==> src/rtl/irq_route_pkg.sv <==
package irq_route_pkg;

  // Bits of each half that survive a write.
  localparam logic [31:0] LO_KEEP  = 32'h0001_AFFF;
  localparam logic [31:0] HI_KEEP  = 32'hFF00_0000;
  localparam logic [31:0] LO_RESET = 32'h0001_0000;

  typedef enum logic [2:0] {
    K_ID,
    K_VER,
    K_ARB,
    K_TAB,
    K_NONE
  } reg_kind_e;

  function automatic logic [31:0] scrub_half(input logic [31:0] d, input logic hi);
    return d & (hi ? HI_KEEP : LO_KEEP);
  endfunction

  function automatic logic [31:0] version_word(input int unsigned n, input logic [7:0] code);
    logic [7:0] top;
    top = 8'(n - 1);
    return {8'h00, top, 8'h00, code};
  endfunction

  function automatic logic [31:0] id_word(input logic [7:0] v);
    return {v, 24'h000000};
  endfunction

endpackage

==> src/rtl/irq_win_decode.sv <==
module irq_win_decode
  import irq_route_pkg::*;
#(
  parameter int NUM_ENTRIES = 24,
  parameter int ADDR_W      = 5,
  localparam int IDX_W      = (NUM_ENTRIES > 1) ? $clog2(NUM_ENTRIES) : 1
) (
  input  logic              clk,
  input  logic              rst_n,
  input  logic [ADDR_W-1:0] addr,
  input  logic [3:0]        be,
  input  logic              wr,
  input  logic              rd,
  input  logic [7:0]        sel,
  output logic              ev_sel_wr,
  output logic              ev_sel_rd,
  output logic              ev_dat_wr,
  output logic              ev_dat_rd,
  output logic              ev_err,
  output reg_kind_e         kind,
  output logic [IDX_W-1:0]  tab_idx,
  output logic              tab_hi
);

  localparam int TAB_BASE = 16;
  localparam int TAB_END  = TAB_BASE + 2 * NUM_ENTRIES;

  logic       acc, shape_ok, at_sel, at_dat, bad;
  logic [7:0] tab_off;

  always_comb begin
    if (int'(sel) == 0)             kind = K_ID;
    else if (int'(sel) == 1)        kind = K_VER;
    else if (int'(sel) == 2)        kind = K_ARB;
    else if (int'(sel) >= TAB_BASE && int'(sel) < TAB_END) kind = K_TAB;
    else                            kind = K_NONE;
  end

  assign tab_off  = sel - 8'(TAB_BASE);
  assign tab_idx  = tab_off[IDX_W:1];
  assign tab_hi   = tab_off[0];

  assign acc      = wr | rd;
  assign shape_ok = (be == 4'hF) && !(wr && rd);
  assign at_sel   = (addr == ADDR_W'(0));
  assign at_dat   = (addr == ADDR_W'(TAB_BASE));
  assign bad      = acc && (!shape_ok || !(at_sel || at_dat) || (at_dat && kind == K_NONE));

  assign ev_err    = bad;
  assign ev_sel_wr = wr && at_sel && !bad;
  assign ev_sel_rd = rd && at_sel && !bad;
  assign ev_dat_wr = wr && at_dat && !bad;
  assign ev_dat_rd = rd && at_dat && !bad;


  ev_excl_chk: assert property (@(posedge clk) disable iff (!rst_n)
    $onehot0({ev_sel_wr, ev_sel_rd, ev_dat_wr, ev_dat_rd, ev_err}));


  be_err_chk: assert property (@(posedge clk) disable iff (!rst_n)
    (acc && be != 4'hF) |-> ev_err);

endmodule

==> src/rtl/irq_redir_entry.sv <==
module irq_redir_entry
  import irq_route_pkg::*;
(
  input  logic        clk,
  input  logic        rst_n,
  input  logic        wr_lo,
  input  logic        wr_hi,
  input  logic [31:0] wdata,
  output logic [31:0] lo_word,
  output logic [31:0] hi_word
);

  always_ff @(posedge clk) begin
    if (!rst_n) begin
      lo_word <= LO_RESET;
      hi_word <= '0;
    end else begin
      if (wr_lo) lo_word <= scrub_half(wdata, 1'b0);
      if (wr_hi) hi_word <= scrub_half(wdata, 1'b1);
    end
  end


  entry_hold_chk: assert property (@(posedge clk) disable iff (!rst_n)
    (!wr_lo && !wr_hi) |=> ($stable(lo_word) && $stable(hi_word)));


  half_sep_chk: assert property (@(posedge clk) disable iff (!rst_n)
    (wr_lo && !wr_hi) |=> $stable(hi_word));

endmodule

==> src/rtl/irq_route_regs.sv <==
module irq_route_regs
  import irq_route_pkg::*;
#(
  parameter int         NUM_ENTRIES  = 24,
  parameter int         ADDR_W       = 5,
  parameter logic [7:0] INIT_ID      = 8'h05,
  parameter logic [7:0] VERSION_CODE = 8'h20,
  localparam int        IDX_W        = (NUM_ENTRIES > 1) ? $clog2(NUM_ENTRIES) : 1
) (
  input  logic                     clk,
  input  logic                     rst_n,
  input  logic [ADDR_W-1:0]        bus_addr,
  input  logic [3:0]               bus_be,
  input  logic                     bus_wr,
  input  logic                     bus_rd,
  input  logic [31:0]              bus_wdata,
  output logic [31:0]              bus_rdata,
  output logic                     err_flag,
  output logic [7:0]               id_out,
  output logic [7:0]               arb_out,
  output logic [8*NUM_ENTRIES-1:0] ent_vector,
  output logic [3*NUM_ENTRIES-1:0] ent_dlv_mode,
  output logic [NUM_ENTRIES-1:0]   ent_dest_mode,
  output logic [NUM_ENTRIES-1:0]   ent_polarity,
  output logic [NUM_ENTRIES-1:0]   ent_trigger,
  output logic [NUM_ENTRIES-1:0]   ent_mask,
  output logic [8*NUM_ENTRIES-1:0] ent_dest
);

  localparam logic [31:0] VER_WORD = version_word(NUM_ENTRIES, VERSION_CODE);

  logic [7:0]       sel_q, id_q, arb_q;
  logic             err_q;
  logic [31:0]      rdata_q, rd_mux;
  logic             ev_sel_wr, ev_sel_rd, ev_dat_wr, ev_dat_rd, ev_err;
  reg_kind_e        kind;
  logic [IDX_W-1:0] tab_idx;
  logic             tab_hi;
  logic [31:0]      lo_w [NUM_ENTRIES];
  logic [31:0]      hi_w [NUM_ENTRIES];

  irq_win_decode #(.NUM_ENTRIES(NUM_ENTRIES), .ADDR_W(ADDR_W)) u_dec (
    .clk(clk), .rst_n(rst_n),
    .addr(bus_addr), .be(bus_be), .wr(bus_wr), .rd(bus_rd), .sel(sel_q),
    .ev_sel_wr(ev_sel_wr), .ev_sel_rd(ev_sel_rd),
    .ev_dat_wr(ev_dat_wr), .ev_dat_rd(ev_dat_rd), .ev_err(ev_err),
    .kind(kind), .tab_idx(tab_idx), .tab_hi(tab_hi)
  );

  generate
    for (genvar g = 0; g < NUM_ENTRIES; g++) begin : g_ent
      logic hit;
      assign hit = ev_dat_wr && (kind == K_TAB) && (int'(tab_idx) == g);
      irq_redir_entry u_ent (
        .clk(clk), .rst_n(rst_n),
        .wr_lo(hit && !tab_hi), .wr_hi(hit && tab_hi), .wdata(bus_wdata),
        .lo_word(lo_w[g]), .hi_word(hi_w[g])
      );
      assign ent_vector[g*8 +: 8]   = lo_w[g][7:0];
      assign ent_dlv_mode[g*3 +: 3] = lo_w[g][10:8];
      assign ent_dest_mode[g]       = lo_w[g][11];
      assign ent_polarity[g]        = lo_w[g][13];
      assign ent_trigger[g]         = lo_w[g][15];
      assign ent_mask[g]            = lo_w[g][16];
      assign ent_dest[g*8 +: 8]     = hi_w[g][31:24];
    end
  endgenerate

  always_comb begin
    unique case (kind)
      K_ID:    rd_mux = id_word(id_q);
      K_VER:   rd_mux = VER_WORD;
      K_ARB:   rd_mux = id_word(arb_q);
      K_TAB:   rd_mux = tab_hi ? hi_w[tab_idx] : lo_w[tab_idx];
      default: rd_mux = '0;
    endcase
  end

  always_ff @(posedge clk) begin
    if (!rst_n) begin
      sel_q   <= '0;
      id_q    <= INIT_ID;
      arb_q   <= INIT_ID;
      err_q   <= 1'b0;
      rdata_q <= '0;
    end else begin
      if (ev_err) err_q <= 1'b1;
      if (ev_sel_wr) sel_q <= bus_wdata[7:0];
      if (ev_dat_wr && kind == K_ID)  id_q  <= bus_wdata[31:24];
      if (ev_dat_wr && kind == K_ARB) arb_q <= bus_wdata[31:24];
      if (ev_sel_rd)               rdata_q <= {24'h000000, sel_q};
      else if (ev_dat_rd)          rdata_q <= rd_mux;
      else if (bus_rd && ev_err)   rdata_q <= '0;
    end
  end

  assign bus_rdata = rdata_q;
  assign err_flag  = err_q;
  assign id_out    = id_q;
  assign arb_out   = arb_q;


  sel_load_chk: assert property (@(posedge clk) disable iff (!rst_n)
    ev_sel_wr |=> (sel_q == $past(bus_wdata[7:0])));


  id_load_chk: assert property (@(posedge clk) disable iff (!rst_n)
    (ev_dat_wr && kind == K_ID) |=> (id_out == $past(bus_wdata[31:24])));


  ver_read_chk: assert property (@(posedge clk) disable iff (!rst_n)
    (ev_dat_rd && kind == K_VER) |=> (bus_rdata == VER_WORD));


  err_sticky_chk: assert property (@(posedge clk) disable iff (!rst_n)
    err_flag |=> err_flag);


  err_noop_chk: assert property (@(posedge clk) disable iff (!rst_n)
    ev_err |=> ($stable(sel_q) && $stable(id_out) && $stable(arb_out)));


  rdata_hold_chk: assert property (@(posedge clk) disable iff (!rst_n)
    !bus_rd |=> $stable(bus_rdata));

endmodule

==> config.mk <==
export PLATFORM = sky130hd
export DESIGN_NAME = irq_route_regs
export DESIGN_NICKNAME = d
export VERILOG_FILES = /design/src/rtl/irq_route_pkg.sv /design/src/rtl/irq_win_decode.sv /design/src/rtl/irq_redir_entry.sv /design/src/rtl/irq_route_regs.sv
export SDC_FILE = /design/constraint.sdc
export NUM_CORES = 1
export LEC_CHECK = 0
export BUFFER_PORTS_ARGS = -buffer_cell sky130_fd_sc_hd__buf_2
export CORE_AREA = 2 2 249 251
export DETAILED_ROUTE_END_ITERATION = 8
export DIE_AREA = 0 0 251 253
export GPL_ROUTABILITY_DRIVEN = 0
export PLACE_DENSITY_LB_ADDON = 0.15
export SETUP_SLACK_MARGIN = 0.5
export SYNTH_ARGS = -nofsm -noshare
export SYNTH_HDL_FRONTEND = slang
export SYNTH_SLANG_ARGS = --single-unit
==> constraint.sdc <==
create_clock -name clk -period 5.75 [get_ports clk]
set_input_delay 0.2875 -clock clk [delete_from_list [all_inputs] [get_ports clk]]
set_output_delay 0.2875 -clock clk [all_outputs]
set_load 0.02 [all_outputs]
==> impl_metrics.tcl, run 1 <==
set metrics [dict create \
    cts_tree "yes" \
    drc_errors 0 \
    grt_max_degree 215 \
    dpl.hpwl_um 82140 \
    start_util 0.4604 \
    slew_headroom 0.1706 \
    arrival_ns 4.57 \
    power_density_nw_per_um2 261.1 \
    start_kind "register" \
    reg2reg_from "sel_q[4]$_SDFFE_PN0P_" \
    routed_wirelength_um 117100 \
    ys_seq_area_frac 0.4282 \
    clock_path_buffers 3 \
    cp_max_fo 23 \
    yosys_warnings 0 \
    critical_path_class "register to register" \
    ios 646 \
    clkPwrFrac 0.500 \
    ir_drop_mv 0.2028 \
    syn_inst 3081 \
    setup_viol 0 \
    drv_slew 0 \
    cap_violations 0 \
    synth_edf_count 0 \
    status "complete, no violations" \
    ys_types 72 \
    avgViaCountPerCell 5.918 \
    fmax_ghz 0.2430 \
    initialDrtViolationCount 2418 \
    grt_first_pass_wirelength_um 166900 \
    slowest_delay_ns 0.83 \
    vias 25875 \
    power.leakage_nw 13.86 \
    die_x_um 251 \
    ys_dominant_reg_cell "dfxtp_1" \
    final_antenna_net_count 0 \
    syn_area_um2 28100 \
    clkTransAtPathRegs_ns 0.07 \
    fin_cells 4372 \
    cts_buffers 67 \
    finalCriticalPeriod_ns 4.115 \
    hp-class "primary input to register" \
    switching_share 0.2261 \
    p_seq_frac 0.473 \
    num_rows 91 \
    grt_usage 0.3546 \
    required_ns 6.20 \
    cts_hold_buf 1 \
    postSynthRegisterBits 601 \
    area_growth_pct 20.06 \
    net-switching-power_w 0.001991 \
    grt_pass1_vias 24352 \
    async_flop_share 0 \
    wire_per_inst_um 26.78 \
    drive_gt1_frac 0.2658 \
    post-cts-setup-buffers 0 \
    cts_resized 0 \
    min_from "rst_n" \
    core-area_um2 61030 \
    startpoint "sel_q[4]$_SDFFE_PN0P_" \
    crit_top_cell "nand2_1" \
    htreeDepth 3 \
    cts.sinks 601 \
    fin_nets 3581 \
    slowest_stage "or4_1" \
    syn_area_per_cell_um2 9.119 \
    die_h_um 253 \
    tightest_slew_ns 1.235 \
    first_pass_iters 6 \
    rsz0062_at_grt "no" \
    skew_ns 0.02268 \
    finalSetupTns_ns 0 \
    place.port_buffers 630 \
    finalCritPeriodShare 0.7157 \
    cp-end-kind "register" \
    cp_num_buf_inv 2 \
    place_inst 4253 \
    clk_latency_ns 0.63 \
    dieArea_um2 63500 \
    p_total_w 0.008807 \
    crit_family "simple AND/OR/NAND/NOR gates" \
    antenna_found_initial 2 \
    grt_overflow 0 \
    combPwrFrac 0.027 \
    hold_violations 0 \
    clockRootBuffer "clkbuf_16" \
    crit_chain "inv_1, ha_2, buf_4, and4b_1, nand2_1, or4_1, nand2_1, o211ai_1" \
    p_int_w 0.006815 \
]
## Yosys cell counts, types with 19 or more instances
| master | instances | area share |
|---|---|---|
| a21boi_0 | 376 | 0.10 |
| a21boi_1 | 19 | 0.0051 |
| a21oi_1 | 52 | 0.0093 |
| a22oi_1 | 25 | 0.0067 |
| buf_2 | 46 | 0.0082 |
| buf_4 | 27 | 0.0072 |
| clkbuf_1 | 211 | 0.028 |
| dfxtp_1 | 601 | 0.43 |
| mux2i_1 | 225 | 0.080 |
| mux4_2 | 103 | 0.083 |
| nand2_1 | 919 | 0.12 |
| nand3_1 | 44 | 0.0078 |
| nor2_1 | 19 | 0.0025 |
| nor2b_1 | 109 | 0.024 |
| nor4_2 | 19 | 0.0085 |
| o211ai_1 | 29 | 0.0077 |
| o221ai_1 | 21 | 0.0065 |
| or3_1 | 20 | 0.0045 |
## sequential cells by signal, indices dropped and copies added, names as in the netlist
signal,count
g_ent.u_ent.hi_word,192
id_out,8
err_flag,1
bus_rdata,24
g_ent.u_ent.lo_word,360
sel_q,8
arb_out,8
## logic make-up after synthesis
kind of cell	Yosys count	synth area share
AO/OA/AOI/OAI	600	0.1564
adder cells (fa/ha/maj)	3	0.001336
buffers and inverters	307	0.04792
flip-flops	601	0.4282
multiplexers	330	0.1635
other	1	0.0001335
AND/OR/NAND/NOR	1239	0.2025
## worst min-delay path, stage by stage
cell	delay, ns
buf_8	0.23
nand2_1	0.12
o21ai_0	0.06
## power groups by stage
stage	Combinational, W	Sequential (W)	Clock [W]
after global routing	0.000247	0.00416	0.00463
final	0.000238	0.00416	0.00441
after floorplan	0.000161	0.00426	0
after CTS	0.000233	0.00416	0.00444
after detailed placement	0.000232	0.00426	0
after global placement	0.000229	0.00426	0
## placed cells by master, fill, tap and decap left out, types with 20 or more instances in the layout
| master | netlist | layout |
|---|---|---|
| a21oi_1 | 52 | 52 |
| a22oi_1 | 25 | 25 |
| a21boi_0 | 376 | 376 |
| buf_4 | 27 | 43 |
| or3_1 | 20 | 20 |
| o211ai_1 | 29 | 29 |
| mux4_2 | 103 | 103 |
| dfxtp_1 | 601 | 597 |
| nor2b_1 | 109 | 108 |
| o221ai_1 | 21 | 21 |
| buf_2 | 46 | 629 |
| nand3_1 | 44 | 44 |
| nand2_1 | 919 | 919 |
| clkbuf_16 | 0 | 71 |
| mux2i_1 | 225 | 225 |
## stage by stage
step                instance area, um2  hold slack [ns]  utilization  worst slack [ns]
CTS                              33730           0.1093       0.5527             1.728
global placement                 31500           0.4355       0.5162             1.809
detailed placement               31500           0.4446       0.5162             1.752
finish                           33730           0.1236       0.5527             1.635
global route                     33730           0.1234       0.5527             1.474
floorplan                        28120           0.4267            -             2.890
## path summary, 6_finish.rpt
check                                                               end  slack (ns)  cells after the start
worst max-delay path            g_ent[1].u_ent.lo_word[16]$_SDFFE_PN1P_        1.63                      8
worst min register to register               bus_rdata[15]$_SDFFE_PP0P_        0.46                      2
worst max register to register  g_ent[1].u_ent.lo_word[16]$_SDFFE_PN1P_        1.63                      8
worst min-delay path            g_ent[15].u_ent.lo_word[0]$_SDFFE_PN0P_        0.12                      3
## cell type report
class,count,area [um2]
repair buffers,676,3536
diodes,1,2.502
well taps,790,988.4
clock buffers,94,1933
inverters,9,33.78
multi-input cells,2178,14910
flip-flops and latches,601,12040
clock inverters,23,285.3
fillers,5514,27300
## metal layers
metal | up-vias | global-route usage | part of all wire
met5 | - | 0 | 0.000077
met4 | 2 | 0.1859 | 0.058
li1 | 11565 | - | -
met3 | 282 | 0.09118 | 0.089
met2 | 1276 | 0.5964 | 0.48
met1 | 12750 | 0.4173 | 0.37
(Power assumes the default switching activity.)
==> run 2, diff against run 1 <==
--- a/config.mk
+++ b/config.mk
@@ -6,9 +6,9 @@
 export NUM_CORES = 1
 export LEC_CHECK = 0
 export BUFFER_PORTS_ARGS = -buffer_cell sky130_fd_sc_hd__buf_2
-export CORE_AREA = 2 2 249 251
+export CORE_AREA = 2 2 250 252
 export DETAILED_ROUTE_END_ITERATION = 8
-export DIE_AREA = 0 0 251 253
+export DIE_AREA = 0 0 252 254
 export GPL_ROUTABILITY_DRIVEN = 0
 export PLACE_DENSITY_LB_ADDON = 0.15
 export SETUP_SLACK_MARGIN = 0.5
==> constraint.sdc (replaced) <==
create_clock -name clk -period 4.05 [get_ports clk]
set_input_delay 0.2025 -clock clk [delete_from_list [all_inputs] [get_ports clk]]
set_output_delay 0.2025 -clock clk [all_outputs]
set_load 0.02 [all_outputs]
==> run 2 against run 1 <==
Combinational power rose by 42%. Worst setup slack got worse by 0.86 ns. Sequential power rose by 42%. Non-clock buffer count rose by 32. Via count barely moved. Clock skew rose by 0.0094 ns. Core utilization rose by 0.14 points. Sequential share of layout area fell by 0.22 points. Clock-buffer cell count rose by 6. Register-to-register slack got worse by 0.86 ns. First-iteration DRC count fell by 1.0%. Largest cell class unchanged.
==> impl_metrics.tcl, run 2 (synthesis gave the netlist of run 1 again) <==
set metrics [dict create \
    critical_path_class "register to register" \
    start_util 0.4587 \
    required_ns 4.51 \
    startpoint "sel_q[3]$_SDFFE_PN0P_" \
    fin_nets 3613 \
    tightest_slew_ns 1.061 \
    rsz0062_at_grt "no" \
    power_density_nw_per_um2 363.8 \
    ff2ff_setup_slack_ns 0.78 \
    num_rows 91 \
    first_pass_iters 5 \
    clockRootBuffer "clkbuf_16" \
    clock_path_buffers 3 \
    finalCritPeriodShare 0.8077 \
    endpoint "g_ent[14].u_ent.hi_word[25]$_SDFFE_PN0P_" \
    core-area_um2 61260 \
    final_common_cell "nand2_1" \
    dieArea_um2 64010 \
    initialDrtViolationCount 2393 \
    switching_share 0.2284 \
    cts_tree "yes" \
    routed_wirelength_um 117100 \
    finalSetupTns_ns 0 \
    start_kind "register" \
    place.port_buffers 630 \
    hold_slack_ns 0.06878 \
    power.leakage_nw 14.01 \
    die_h_um 254 \
    vias 25860 \
    avgViaCountPerCell 5.871 \
    status "complete, no violations" \
    hold_violations 0 \
    cap_violations 0 \
    grt_pass1_vias 24706 \
    final_cell_mix "nand2_1, buf_2, dfxtp_1" \
    wire_per_inst_um 26.58 \
    ios 646 \
    hp-class "primary input to register" \
    drive_gt1_frac 0.2734 \
    fill_cells 5593 \
    area_growth_pct 20.80 \
    grt_max_degree 229 \
    p_seq_frac 0.479 \
    finalCriticalPeriod_ns 3.271 \
    htreeDepth 3 \
    antenna_found_initial 0 \
    dpl.hpwl_um 82850 \
    arrival_ns 3.73 \
    net-switching-power_w 0.002820 \
    setup_viol 0 \
    skew_ns 0.03209 \
    reg2reg_from "sel_q[3]$_SDFFE_PN0P_" \
    slew_headroom 0.2930 \
    grt_first_pass_wirelength_um 167500 \
    drc_errors 0 \
    reg2regPathDepth 6 \
    clkPwrFrac 0.494 \
    clkTransAtPathRegs_ns 0.06 \
    cts.sinks 601 \
    clk_latency_ns 0.62 \
    fmax_ghz 0.3057 \
    r2r-end "g_ent[14].u_ent.hi_word[25]$_SDFFE_PN0P_" \
    p_int_w 0.009527 \
    drv_slew 0 \
    cts_buffers 67 \
    die_x_um 252 \
    cp-end-kind "register" \
    top_register "g_ent.u_ent.lo_word" \
    final_antenna_net_count 0 \
    largest_register_ffs 360 \
    ir_drop_mv 0.2870 \
    grt_usage 0.3540 \
    cp_max_fo 31 \
    grt_overflow 0 \
    combPwrFrac 0.027 \
]
[run 2: cell count changes in the layout (fill, tap and decap cells not counted), sizes merged]
| cell | change |
|---|---|
| bufinv | -4 |
| inv | +1 |
| buf | +32 |
| clkinvlp | -2 |
| clkbuf | +6 |
[run 2: what timing repair did]
item / in CTS / in global routing
hold buffers: 1 / 0
endpoints found under the hold margin: 2 / 0
endpoints found under the setup margin: 0 / 66
gates resized for setup: 0 / 1
buffers inserted: 0 / 0
[run 2: power groups by stage]
stage	sequential [W]	clock, W	combinational [W]
after global routing	0.00591	0.00640	0.000352
after detailed placement	0.00604	0	0.000329
final	0.00591	0.00610	0.000337
after floorplan	0.00604	0	0.000229
after CTS	0.00591	0.00616	0.000330
after global placement	0.00604	0	0.000325
[run 2: layer usage]
layer | routed length (um) | track usage | vias to the layer above | share of wire
met1 | 43530 | 0.4144 | 12642 | 0.37
met5 | 0 | 0 | - | 0
met2 | 55850 | 0.5887 | 1287 | 0.48
met4 | 7209 | 0.2069 | 0 | 0.062
li1 | - | - | 11632 | -
met3 | 10510 | 0.08983 | 299 | 0.090
[run 2: layout make-up]
class	count	area, um2	share of cell area
Clock inverter	18	163.9	0.004829
Multi-Input combinational cell	2178	14890	0.4388
Inverter	9	33.78	0.0009953
Clock buffer	100	2013	0.05931
Sequential cell	601	12040	0.3549
Timing Repair Buffer	708	3801	0.1120
Tap cell	790	988.4	0.02912
Antenna cell	1	2.502	0.00007373
[run 2: metrics by stage]
| step | area (um2) | utilization | cells | power (W) | setup slack [ns] |
|---|---|---|---|---|---|
| global placement | 31750 | 0.5183 | 4285 | 0.006366 | 0.7358 |
| finish | 33940 | 0.5541 | 4405 | 0.01235 | 0.7789 |
| detailed placement | 31750 | 0.5183 | 4285 | 0.006371 | 0.5108 |
| global route | 33940 | 0.5540 | 4404 | 0.01266 | 0.5983 |
| CTS | 33940 | 0.5540 | 4404 | 0.01240 | 0.5299 |
| floorplan | 28120 | - | 3086 | 0.006273 | 1.190 |
[run 2: worst max-delay path: stages, from the launching register on]
cell	delay [ns]
dfxtp_4	0.71
buf_4	0.59
nor2b_1	0.24
nand3_1	0.13
or3_4	0.45
or4_1	0.76
mux2i_1	0.22
[run 2: how the worst min path moves through the flow]
stage	slack, ns	start	end	cells after the start
floorplan	0.34	bus_wdata[8]	g_ent[2].u_ent.lo_word[8]$_SDFFE_PN0P_	2
global placement	0.44	bus_rdata[15]$_SDFFE_PP0P_	bus_rdata[15]$_SDFFE_PP0P_	2
detailed placement	0.45	bus_rdata[15]$_SDFFE_PP0P_	bus_rdata[15]$_SDFFE_PP0P_	2
CTS	0.05	rst_n	g_ent[10].u_ent.lo_word[16]$_SDFFE_PN1P_	2
global route	0.08	rst_n	g_ent[13].u_ent.lo_word[16]$_SDFFE_PN1P_	2
finish	0.07	rst_n	g_ent[13].u_ent.lo_word[16]$_SDFFE_PN1P_	2
